$ cat src/rtl/qdac_pkg.sv
package qdac_pkg;

    // receiver sequencer states
    typedef enum logic [1:0] {
        RX_IDLE  = 2'd0,
        RX_SHIFT = 2'd1,
        RX_ARMED = 2'd2
    } rx_state_t;

endpackage

$ cat src/rtl/qdac_in_sync.sv
module qdac_in_sync #(
    parameter int   STAGES  = 2,
    parameter logic RST_VAL = 1'b0
) (
    input  logic clk,
    input  logic rst_n,
    input  logic d,
    output logic q
);

    logic [STAGES-1:0] chain;

    always_ff @(posedge clk or negedge rst_n) begin
        if (!rst_n) begin
            chain <= {STAGES{RST_VAL}};
        end else begin
            chain <= {chain[STAGES-2:0], d};
        end
    end

    assign q = chain[STAGES-1];

endmodule

$ cat src/rtl/qdac_frame_rx.sv
module qdac_frame_rx
    import qdac_pkg::*;
#(
    parameter int NCH     = 4,
    parameter int CODE_W  = 10,
    parameter int FRAME_W = 16
) (
    input  logic                       clk,
    input  logic                       rst_n,
    input  logic                       sclk_q,
    input  logic                       din_q,
    input  logic                       cs_q,
    input  logic                       fs_q,
    output rx_state_t                  state,
    output logic                       wr_en,
    output logic [$clog2(NCH)-1:0]     wr_addr,
    output logic                       wr_fast,
    output logic                       wr_pd,
    output logic [CODE_W-1:0]          wr_code
);

    localparam int ADDR_W   = $clog2(NCH);
    localparam int ADDR_LSB = FRAME_W - ADDR_W;
    localparam int FAST_BIT = ADDR_LSB - 1;
    localparam int PD_BIT   = ADDR_LSB - 2;
    localparam int CODE_LSB = PD_BIT - CODE_W;
    localparam int CNT_W    = $clog2(FRAME_W + 1);

    rx_state_t          nxt;
    logic               sclk_d, fs_d, cs_d;
    logic               sclk_fall, sclk_rise, fs_fall, fs_rise;
    logic [FRAME_W-1:0] shreg;
    logic [CNT_W-1:0]   bit_cnt;
    logic               last_bit;

    // edge detection on already-synchronised levels
    always_ff @(posedge clk or negedge rst_n) begin
        if (!rst_n) begin
            sclk_d <= 1'b1;
            fs_d   <= 1'b1;
            cs_d   <= 1'b1;
        end else begin
            sclk_d <= sclk_q;
            fs_d   <= fs_q;
            cs_d   <= cs_q;
        end
    end

    assign sclk_fall = sclk_d & ~sclk_q;
    assign sclk_rise = ~sclk_d & sclk_q;
    assign fs_fall   = fs_d & ~fs_q;
    assign fs_rise   = ~fs_d & fs_q;
    assign last_bit  = (bit_cnt == CNT_W'(FRAME_W - 1));

    // state register
    always_ff @(posedge clk or negedge rst_n) begin
        if (!rst_n) begin
            state <= RX_IDLE;
        end else begin
            state <= nxt;
        end
    end

    // next state and write strobe
    always_comb begin
        nxt   = state;
        wr_en = 1'b0;
        unique case (state)
            RX_IDLE: begin
                if (fs_fall && !cs_q) begin
                    nxt = RX_SHIFT;
                end
            end
            RX_SHIFT: begin
                if (cs_q) begin
                    nxt = RX_IDLE;
                end else if (sclk_fall && last_bit) begin
                    nxt = RX_ARMED;
                end
            end
            RX_ARMED: begin
                if (sclk_rise || fs_rise || cs_q) begin
                    wr_en = 1'b1;
                    nxt   = RX_IDLE;
                end
            end
            default: nxt = RX_IDLE;
        endcase
    end

    // shift register and bit counter
    always_ff @(posedge clk or negedge rst_n) begin
        if (!rst_n) begin
            shreg   <= '0;
            bit_cnt <= '0;
        end else if (state == RX_IDLE) begin
            bit_cnt <= '0;
        end else if (state == RX_SHIFT && sclk_fall) begin
            shreg   <= {shreg[FRAME_W-2:0], din_q};
            bit_cnt <= bit_cnt + CNT_W'(1);
        end
    end

    assign wr_addr = shreg[FRAME_W-1 -: ADDR_W];
    assign wr_fast = shreg[FAST_BIT];
    assign wr_pd   = shreg[PD_BIT];
    assign wr_code = shreg[CODE_LSB +: CODE_W];

endmodule

$ cat src/rtl/qdac_chan_bank.sv
module qdac_chan_bank #(
    parameter int NCH    = 4,
    parameter int CODE_W = 10
) (
    input  logic                    clk,
    input  logic                    rst_n,
    input  logic                    wr_en,
    input  logic [$clog2(NCH)-1:0]  wr_addr,
    input  logic                    wr_fast,
    input  logic                    wr_pd,
    input  logic [CODE_W-1:0]       wr_code,
    input  logic                    ldac_q,
    input  logic                    pd_q,
    output logic [NCH-1:0]          wr_sel,
    output logic [NCH*CODE_W-1:0]   dac_code,
    output logic [NCH-1:0]          fast_mode,
    output logic [NCH-1:0]          pwr_dn
);

    localparam int ADDR_W = $clog2(NCH);

    for (genvar ch = 0; ch < NCH; ch++) begin : g_ch
        logic [CODE_W-1:0] in_code, out_code;
        logic              in_fast, in_pd, out_fast, out_pd;

        assign wr_sel[ch] = wr_en && (wr_addr == ADDR_W'(ch));

        // input latch: written by a committed frame
        always_ff @(posedge clk or negedge rst_n) begin
            if (!rst_n) begin
                in_code <= '0;
                in_fast <= 1'b0;
                in_pd   <= 1'b0;
            end else if (wr_sel[ch]) begin
                in_code <= wr_code;
                in_fast <= wr_fast;
                in_pd   <= wr_pd;
            end
        end

        // output latch: follows the input latch while load is enabled
        always_ff @(posedge clk or negedge rst_n) begin
            if (!rst_n) begin
                out_code <= '0;
                out_fast <= 1'b0;
                out_pd   <= 1'b0;
            end else if (!ldac_q) begin
                out_code <= in_code;
                out_fast <= in_fast;
                out_pd   <= in_pd;
            end
        end

        // hardware power-down overrides the channel's own setting
        always_ff @(posedge clk or negedge rst_n) begin
            if (!rst_n) begin
                pwr_dn[ch] <= 1'b0;
            end else begin
                pwr_dn[ch] <= out_pd | ~pd_q;
            end
        end

        assign dac_code[ch*CODE_W +: CODE_W] = out_code;
        assign fast_mode[ch]                 = out_fast;
    end

endmodule

$ cat src/rtl/qdac_serial_ctrl.sv
module qdac_serial_ctrl
    import qdac_pkg::*;
#(
    parameter int NCH         = 4,
    parameter int CODE_W      = 10,
    parameter int FRAME_W     = 16,
    parameter int SYNC_STAGES = 2
) (
    input  logic                  clk,
    input  logic                  rst_n,
    input  logic                  sclk,
    input  logic                  din,
    input  logic                  cs_n,
    input  logic                  fs,
    input  logic                  ldac_n,
    input  logic                  pd_n,
    output logic [NCH*CODE_W-1:0] dac_code,
    output logic [NCH-1:0]        fast_mode,
    output logic [NCH-1:0]        pwr_dn
);

    localparam int          ADDR_W   = $clog2(NCH);
    localparam int          NPIN     = 6;
    // idle levels: pd_n, ldac_n, fs, cs_n high; din low; sclk high
    localparam logic [NPIN-1:0] PIN_IDLE = 6'b111101;

    logic [NPIN-1:0]   pin_raw, pin_q;
    logic              sclk_lvl, din_lvl, cs_lvl, fs_lvl, ldac_lvl, pd_lvl;
    rx_state_t         rx_state;
    logic              wr_en, wr_fast, wr_pd;
    logic [ADDR_W-1:0] wr_addr;
    logic [CODE_W-1:0] wr_code;
    logic [NCH-1:0]    wr_sel;

    assign pin_raw = {pd_n, ldac_n, fs, cs_n, din, sclk};

    for (genvar g = 0; g < NPIN; g++) begin : g_sync
        qdac_in_sync #(
            .STAGES (SYNC_STAGES),
            .RST_VAL(PIN_IDLE[g])
        ) u_sync (
            .clk  (clk),
            .rst_n(rst_n),
            .d    (pin_raw[g]),
            .q    (pin_q[g])
        );
    end

    assign sclk_lvl = pin_q[0];
    assign din_lvl  = pin_q[1];
    assign cs_lvl   = pin_q[2];
    assign fs_lvl   = pin_q[3];
    assign ldac_lvl = pin_q[4];
    assign pd_lvl   = pin_q[5];

    qdac_frame_rx #(
        .NCH    (NCH),
        .CODE_W (CODE_W),
        .FRAME_W(FRAME_W)
    ) u_rx (
        .clk    (clk),
        .rst_n  (rst_n),
        .sclk_q (sclk_lvl),
        .din_q  (din_lvl),
        .cs_q   (cs_lvl),
        .fs_q   (fs_lvl),
        .state  (rx_state),
        .wr_en  (wr_en),
        .wr_addr(wr_addr),
        .wr_fast(wr_fast),
        .wr_pd  (wr_pd),
        .wr_code(wr_code)
    );

    qdac_chan_bank #(
        .NCH   (NCH),
        .CODE_W(CODE_W)
    ) u_bank (
        .clk      (clk),
        .rst_n    (rst_n),
        .wr_en    (wr_en),
        .wr_addr  (wr_addr),
        .wr_fast  (wr_fast),
        .wr_pd    (wr_pd),
        .wr_code  (wr_code),
        .ldac_q   (ldac_lvl),
        .pd_q     (pd_lvl),
        .wr_sel   (wr_sel),
        .dac_code (dac_code),
        .fast_mode(fast_mode),
        .pwr_dn   (pwr_dn)
    );

endmodule

$ cat config.mk
export PLATFORM = sky130hd
export DESIGN_NAME = qdac_serial_ctrl
export DESIGN_NICKNAME = d
export VERILOG_FILES = /design/src/rtl/qdac_pkg.sv /design/src/rtl/qdac_in_sync.sv /design/src/rtl/qdac_frame_rx.sv /design/src/rtl/qdac_chan_bank.sv /design/src/rtl/qdac_serial_ctrl.sv
export SDC_FILE = /design/constraint.sdc
export NUM_CORES = 1
export LEC_CHECK = 0
export BUFFER_PORTS_ARGS = -buffer_cell sky130_fd_sc_hd__buf_2
export CAP_MARGIN = 20
export CELL_PAD_IN_SITES_DETAIL_PLACEMENT = 0
export CELL_PAD_IN_SITES_GLOBAL_PLACEMENT = 1
export CORE_ASPECT_RATIO = 1.25
export CORE_MARGIN = 5
export CORE_UTILIZATION = 55
export CTS_BUF_LIST = sky130_fd_sc_hd__clkbuf_2
export DETAILED_ROUTE_END_ITERATION = 12
export PLACE_DENSITY_LB_ADDON = 0.3
export SYNTH_ARGS = -nofsm -noshare
export SYNTH_HDL_FRONTEND = slang
export SYNTH_SLANG_ARGS = --single-unit
$ cat constraint.sdc
create_clock -name clk -period 2.9 [get_ports clk]
set_input_delay 0.58 -clock clk [delete_from_list [all_inputs] [get_ports clk]]
set_output_delay 0.58 -clock clk [all_outputs]
set_load 0.02 [all_outputs]
==> metrics.yaml, run 1 <==
yosys:
  synth_top_area_share_pct: 58.4
  synth.net_count: 352
  ys_top_cells_by_area: "dfrtp_1 (58%), mux2_2 (12%), mux2_4 (11%)"
  synth_cell_types: 30
  synth_ff_type: "dfrtp_1"
  synth_largest_area_cell: "dfrtp_1"
  syn-mean-instance-area_sq_um: 15.7
  ys_seq_elements: 137
  synthArstFlopShare_pct: 100
  yosysWarningCount: 0
  synth_cells: 342
  syn_area_sq_um: 5360
  post-synth-top-count-cell: "dfrtp_1"
  yosys-top-cells-count: "dfrtp_1 (125), mux2_2 (56), nand2_1 (49)"
  synth_edf_count: 0
  seq_area_frac_synth_pct: 64.3
final_layout:
  post-route-util_pct: 62.9
  fillers: 723
  diodes: 0
  syn_to_final_growth_pct: 12.2
  drive_gt1_share_pct: 49.2
  fin_nets: 420
  final_cells: 549
drt:
  drc: 0
  firstDrtPassIters: 4
  via_per_inst: 5.14
  drtAntennaViolNets: 0
  dr.first_iter.drc_count: 134
  routedWlPerCell_um: 16.0
  vias: 2824
  wl_mm: 8.77
worst_setup_path:
  reg2reg_slack_ps: 810
  r2r_start: "u_rx.fs_d"
  cp-end-kind: "flip-flop"
  arrival_ps: 2630
  worst-r2r-cell-count: 3
  startpoint_type: "flip-flop"
  critical_path_required_ps: 3430
  timing.rr.end: "u_bank.g_ch[1].in_fast"
  path_max_fanout: 12
  critPathKind: "reg2reg"
floorplanning:
  die_y_um: 120
  initial_utilization_pct: 56.0
  num_io_pins: 56
  core_area_sq_um: 9560
  die-area_sq_um: 11800
  die_x_um: 98.3
  rows: 40
min_path:
  holdPathStages: 0
  hp-start: "g_sync[2].u_sync.chain[0]"
  min_to: "g_sync[2].u_sync.chain[1]"
  hold_path_class: "reg2reg"
clocking:
  clk_pin_slew_worst_paths_ps: 180
  cts_sinks: 137
  post_cts_resized: 0
  cts_hold_buf: 7
  clk_latency_ps: 640
  post_cts_buffers: 0
  htreeDepth: 4
  cts_tree: "built"
  numCtsBuffers: 17
  clockBufferDepth: 2
  root_buffer: "clkbuf_2"
pwr:
  power_density_nw_per_um2: 521
  ir_worst_vdd_mv: 0.284
  power_leakage_nw: 3.29
sta:
  fin_crit_sh_pct: 72.2
  skew_ps: 23.5
  rsz0062_at_grt: "false"
  timing.final.hold_violations: 0
  setup_viol: 0
  slew_headroom_pct: 39.0
  timing.setup.tns_ps: 0
  fmax_mhz: 477
  drv_slew: 0
  fin_crit_ps: 2090
  worst_pin_slew_ps: 913
global_routing:
  grt_pass1_vias: 3046
  grt_pass1_wl_mm: 15.5
  grt_max_degree: 64
  track_usage_pct: 16.7
  gr-total-overflow: 0
  antenna_found_initial: 0
run:
  maxCapViolCount: 0
run_status:
  status: "complete, no violations"
placed_design:
  gp_congestion: 0.743
  dp.cells: 510
  port_buffers: 55
  dp.final_hpwl_mm: 5.82
[worst max path at each step]
stage               startpoint                         to  slack, ps
finish               u_rx.fs_d     u_bank.g_ch[1].in_fast        810
global route         u_rx.fs_d     u_bank.g_ch[1].in_fast        730
CTS                  u_rx.fs_d     u_bank.g_ch[1].in_fast        800
detailed placement   u_rx.fs_d     u_bank.g_ch[1].in_fast        840
global placement     u_rx.fs_d  u_bank.g_ch[1].in_code[9]        890
floorplan            u_rx.fs_d  u_bank.g_ch[0].in_code[0]       1240
[flip-flops by register name, summed over array words and instances, names as in the netlist]
register,count
u_bank.g_ch.out_code,40
u_bank.g_ch.out_fast,4
g_sync.u_sync.chain,12
u_bank.g_ch.in_pd,4
u_bank.g_ch.in_code,40
u_bank.pwr_dn,4
u_bank.g_ch.in_fast,4
u_rx.sclk_d,1
u_rx.bit_cnt,5
u_rx.fs_d,1
u_rx.shreg,16
u_rx.state,2
u_bank.g_ch.out_pd,4
[where the power goes]
group          leakage (nW)  internal (mW)  switching [mW]  total [mW]
clock network         0.145          0.403           0.642        1.04
registers              1.86           1.95          0.0352        1.98
logic                  1.29         0.0393          0.0664       0.106
total                  3.29           2.39           0.743        3.13
[through the flow]
step	setup WS, ps	area (sq um)	total power, mW	hold slack [ps]
6_report	805	6010	3.13	368
5_1_grt	727	6010	3.30	372
3_5_place_dp	839	5730	2.12	336
2_1_floorplan	1240	5360	2.05	284
3_3_place_gp	887	5730	2.11	334
4_1_cts	801	6010	3.18	370
[cells by family after synthesis]
| family | Yosys count | share of synthesized area [%] |
|---|---|---|
| compound gates | 14 | 3.15 |
| flops | 137 | 64.3 |
| buf+inv | 20 | 2.43 |
| mux | 97 | 23.2 |
| fa+ha+maj | 2 | 0.467 |
| simple gates | 72 | 6.49 |
[worst max-delay path, cell delays in order, from the launching register on]
cell and delay (ps):
dfstp_2 560, and2b_4 220, o311ai_4 800, mux2_2 410
[placed cells by master (no fill, tap or decap), types with 3 or more instances in the layout]
master,Yosys,layout
buf_2,5,54
buf_4,5,5
clkbuf_2,0,22
clkinv_2,0,5
dfrtp_1,125,125
dfstp_2,12,12
dlygate4sd3_1,0,7
mux2_2,56,56
mux2_4,40,40
nand2_1,49,49
nand2b_1,4,4
nand3b_1,3,3
nor3_1,3,3
o211ai_1,3,3
o21ai_0,5,5
o311ai_4,4,4
[metal layers]
layer / GRT usage (%) / part of all wire (%) / vias up
met5: 0 / 0 / -
met4: 6.58 / 1.3 / 0
met3: 5.19 / 3.7 / 9
met2: 26.5 / 50 / 58
met1: 21.5 / 45 / 1440
li1: - / - / 1317
[layout make-up]
cell class | instances | area (sq um) | share of cell area [%]
repair buffers | 68 | 409 | 6.81
clock inverters | 10 | 105 | 1.75
multi-input cells | 185 | 1780 | 29.7
clock buffers | 22 | 110 | 1.83
well taps | 126 | 158 | 2.62
inverters | 1 | 3.75 | 0.0624
flip-flops and latches | 137 | 3440 | 57.3
Note: power is estimated with default switching activity, not from simulation.
==> run 2: changes to the inputs <==
CORE_UTILIZATION = 46   (was 55)
clock period = 1.92 ns   (was 2.9 ns; I/O delays follow)
==> run 2 against run 1 <==
Setup slack worse by 650 ps; die area up 18%; cell area up 2.2%; power up 52%; critical path type unchanged.
==> metrics.yaml, run 2 (synthesized netlist as in run 1, its figures left out) <==
floorplanning:
  rows: 44  # +10%
  initial_utilization_pct: 46.6  # -9.5 points
  core_area_sq_um: 11500  # +20%
  num_io_pins: 56  # unchanged
  die-area_sq_um: 13900  # +18%
  die_y_um: 131  # +8.6%
  die_x_um: 107  # +8.4%
sta:
  setup_viol: 0  # unchanged
  timing.setup.tns_ps: 0  # unchanged
  worst_pin_slew_ps: 421  # -492 ps
  rsz0062_at_grt: "false"
  fin_crit_sh_pct: 91.7  # +19 points
  slew_headroom_pct: 71.9  # +33 points
  fin_crit_ps: 1760  # -334 ps
  timing.final.hold_violations: 0  # unchanged
  skew_ps: 17.6  # -5.97 ps
  setup_slack_ps: 159  # -646 ps
  drv_slew: 0  # unchanged
  fmax_mhz: 568  # +19%
worst_setup_path:
  path_max_fanout: 6  # -6
  arrival_ps: 2310  # -320 ps
  critical_path_required_ps: 2470  # -960 ps
  cp-end-kind: "flip-flop"
  cpPeakStageDelay_ps: 570  # -230 ps
  crit_slowest_cell: "dfstp_2"
  startpoint_type: "flip-flop"
  worst-path-buf-inv: 1  # +1
  cp_top_family: "flip-flops"
  path_cells: "and2b_4 -> o311ai_4 -> buf_4 -> mux2_2"
  critPathKind: "reg2reg"
drt:
  top_layer: "met4"
  vias: 2833  # +0.32%
  via_per_inst: 4.94  # -3.9%
  drtAntennaViolNets: 0  # unchanged
  routed-wl-met3_um: 315  # -3.7%
  routedWlPerCell_um: 15.7  # -1.7%
  drc: 0  # unchanged
  met2_wirelength_mm: 4.37  # -0.61%
  m1WireLength_mm: 4.16  # +5.8%
  firstDrtPassIters: 4  # unchanged
  dr.first_iter.drc_count: 123  # -8.2%
  wl_mm: 9.00  # +2.6%
min_path:
  hold_path_class: "in2async"
global_routing:
  track_usage_pct: 14.1  # -2.6 points
  antenna_found_initial: 1  # +1
  grt_pass1_wl_mm: 15.3  # -1.4%
  grt_pass1_vias: 2992  # -1.8%
  grt_max_degree: 49  # -23%
  gr-total-overflow: 0  # unchanged
placed_design:
  port_buffers: 55  # unchanged
  dp.final_hpwl_mm: 6.14  # +5.5%
  dpl_worst_slack_ps: 170  # -669 ps
  gp_congestion: 0.671  # -9.7%
clocking:
  post_cts_resized: 0  # unchanged
  clockBufferDepth: 2  # unchanged
  cts_sinks: 137  # unchanged
  root_buffer: "clkbuf_2"
  cts_tree: "built"
  clk_pin_slew_worst_paths_ps: 180  # about the same
  clk_latency_ps: 650  # about the same
  numCtsBuffers: 17  # unchanged
  htreeDepth: 4  # unchanged
pwr:
  p_total_mw: 4.75  # +52%
  power_leakage_nw: 3.33  # +1.2%
  ir_worst_vdd_mv: 0.333  # +17%
  power_density_nw_per_um2: 773  # +48%
final_layout:
  final_common_cell: "dfrtp_1"
  layout_common_cells: "dfrtp_1 (125), mux2_2 (56), buf_2 (54)"
  drive_gt1_share_pct: 50.0  # +0.83 points
  syn_to_final_growth_pct: 14.7
  largestRegisters: "u_bank.g_ch.in_code (40), u_bank.g_ch.out_code (40), u_rx.shreg (16)"
  fin_nets: 431  # +2.6%
run_status:
  status: "complete, no violations"
run:
  maxCapViolCount: 0  # unchanged
[run 2: final cells by class]
type / count / area, sq um
Antenna cell: 1 / 2.50
Tap cell: 138 / 173
Inverter: 1 / 3.75
Fill cell: 956 / 5360
Clock inverter: 14 / 133
Multi-Input combinational cell: 185 / 1780
Timing Repair Buffer: 79 / 517
Clock buffer: 18 / 90.1
Sequential cell: 137 / 3440
[run 2: metrics by stage]
step | cells | utilization (%) | hold WS, ps | instance area [sq um]
global route | 573 | 53.4 | 150 | 6140
finish | 573 | 53.4 | 197 | 6140
detailed placement | 533 | 50.8 | 335 | 5850
CTS | 572 | 53.4 | 105 | 6140
floorplan | 342 | - | 88.4 | 5360
global placement | 533 | 50.8 | 331 | 5850
[run 2: report_power, final]
part	internal (mW)	switching, mW	leakage, nW
Clock	0.578	1.00	0.124
Combinational	0.0707	0.117	1.35
Sequential	2.94	0.0390	1.86
Total	3.59	1.16	3.33
[run 2: final timing paths]
kind	from	depth (start not counted)	endpoint	slack [ps]
max	u_rx.fs_d	4	u_bank.g_ch[3].in_fast	160
min	rst_n	2	u_bank.g_ch[2].out_fast	200
max reg2reg	u_rx.fs_d	4	u_bank.g_ch[3].in_fast	160
min reg2reg	g_sync[3].u_sync.chain[0]	0	g_sync[3].u_sync.chain[1]	370
max in group asynchronous	rst_n	3	g_sync[5].u_sync.chain[1]	1090
min in group clk	cs_n	2	g_sync[2].u_sync.chain[0]	340
[run 2: what timing repair did]
action                    CTS  global route
setup buffers               0             0
hold buffers                7             0
hold endpoints to repair  138             0
[run 2: layer usage]
metal / up-vias / track usage, %
li1: 1335 / -
met1: 1442 / 18.1
met4: 0 / 5.87
met5: - / 0
met3: 15 / 4.08
met2: 41 / 22.7
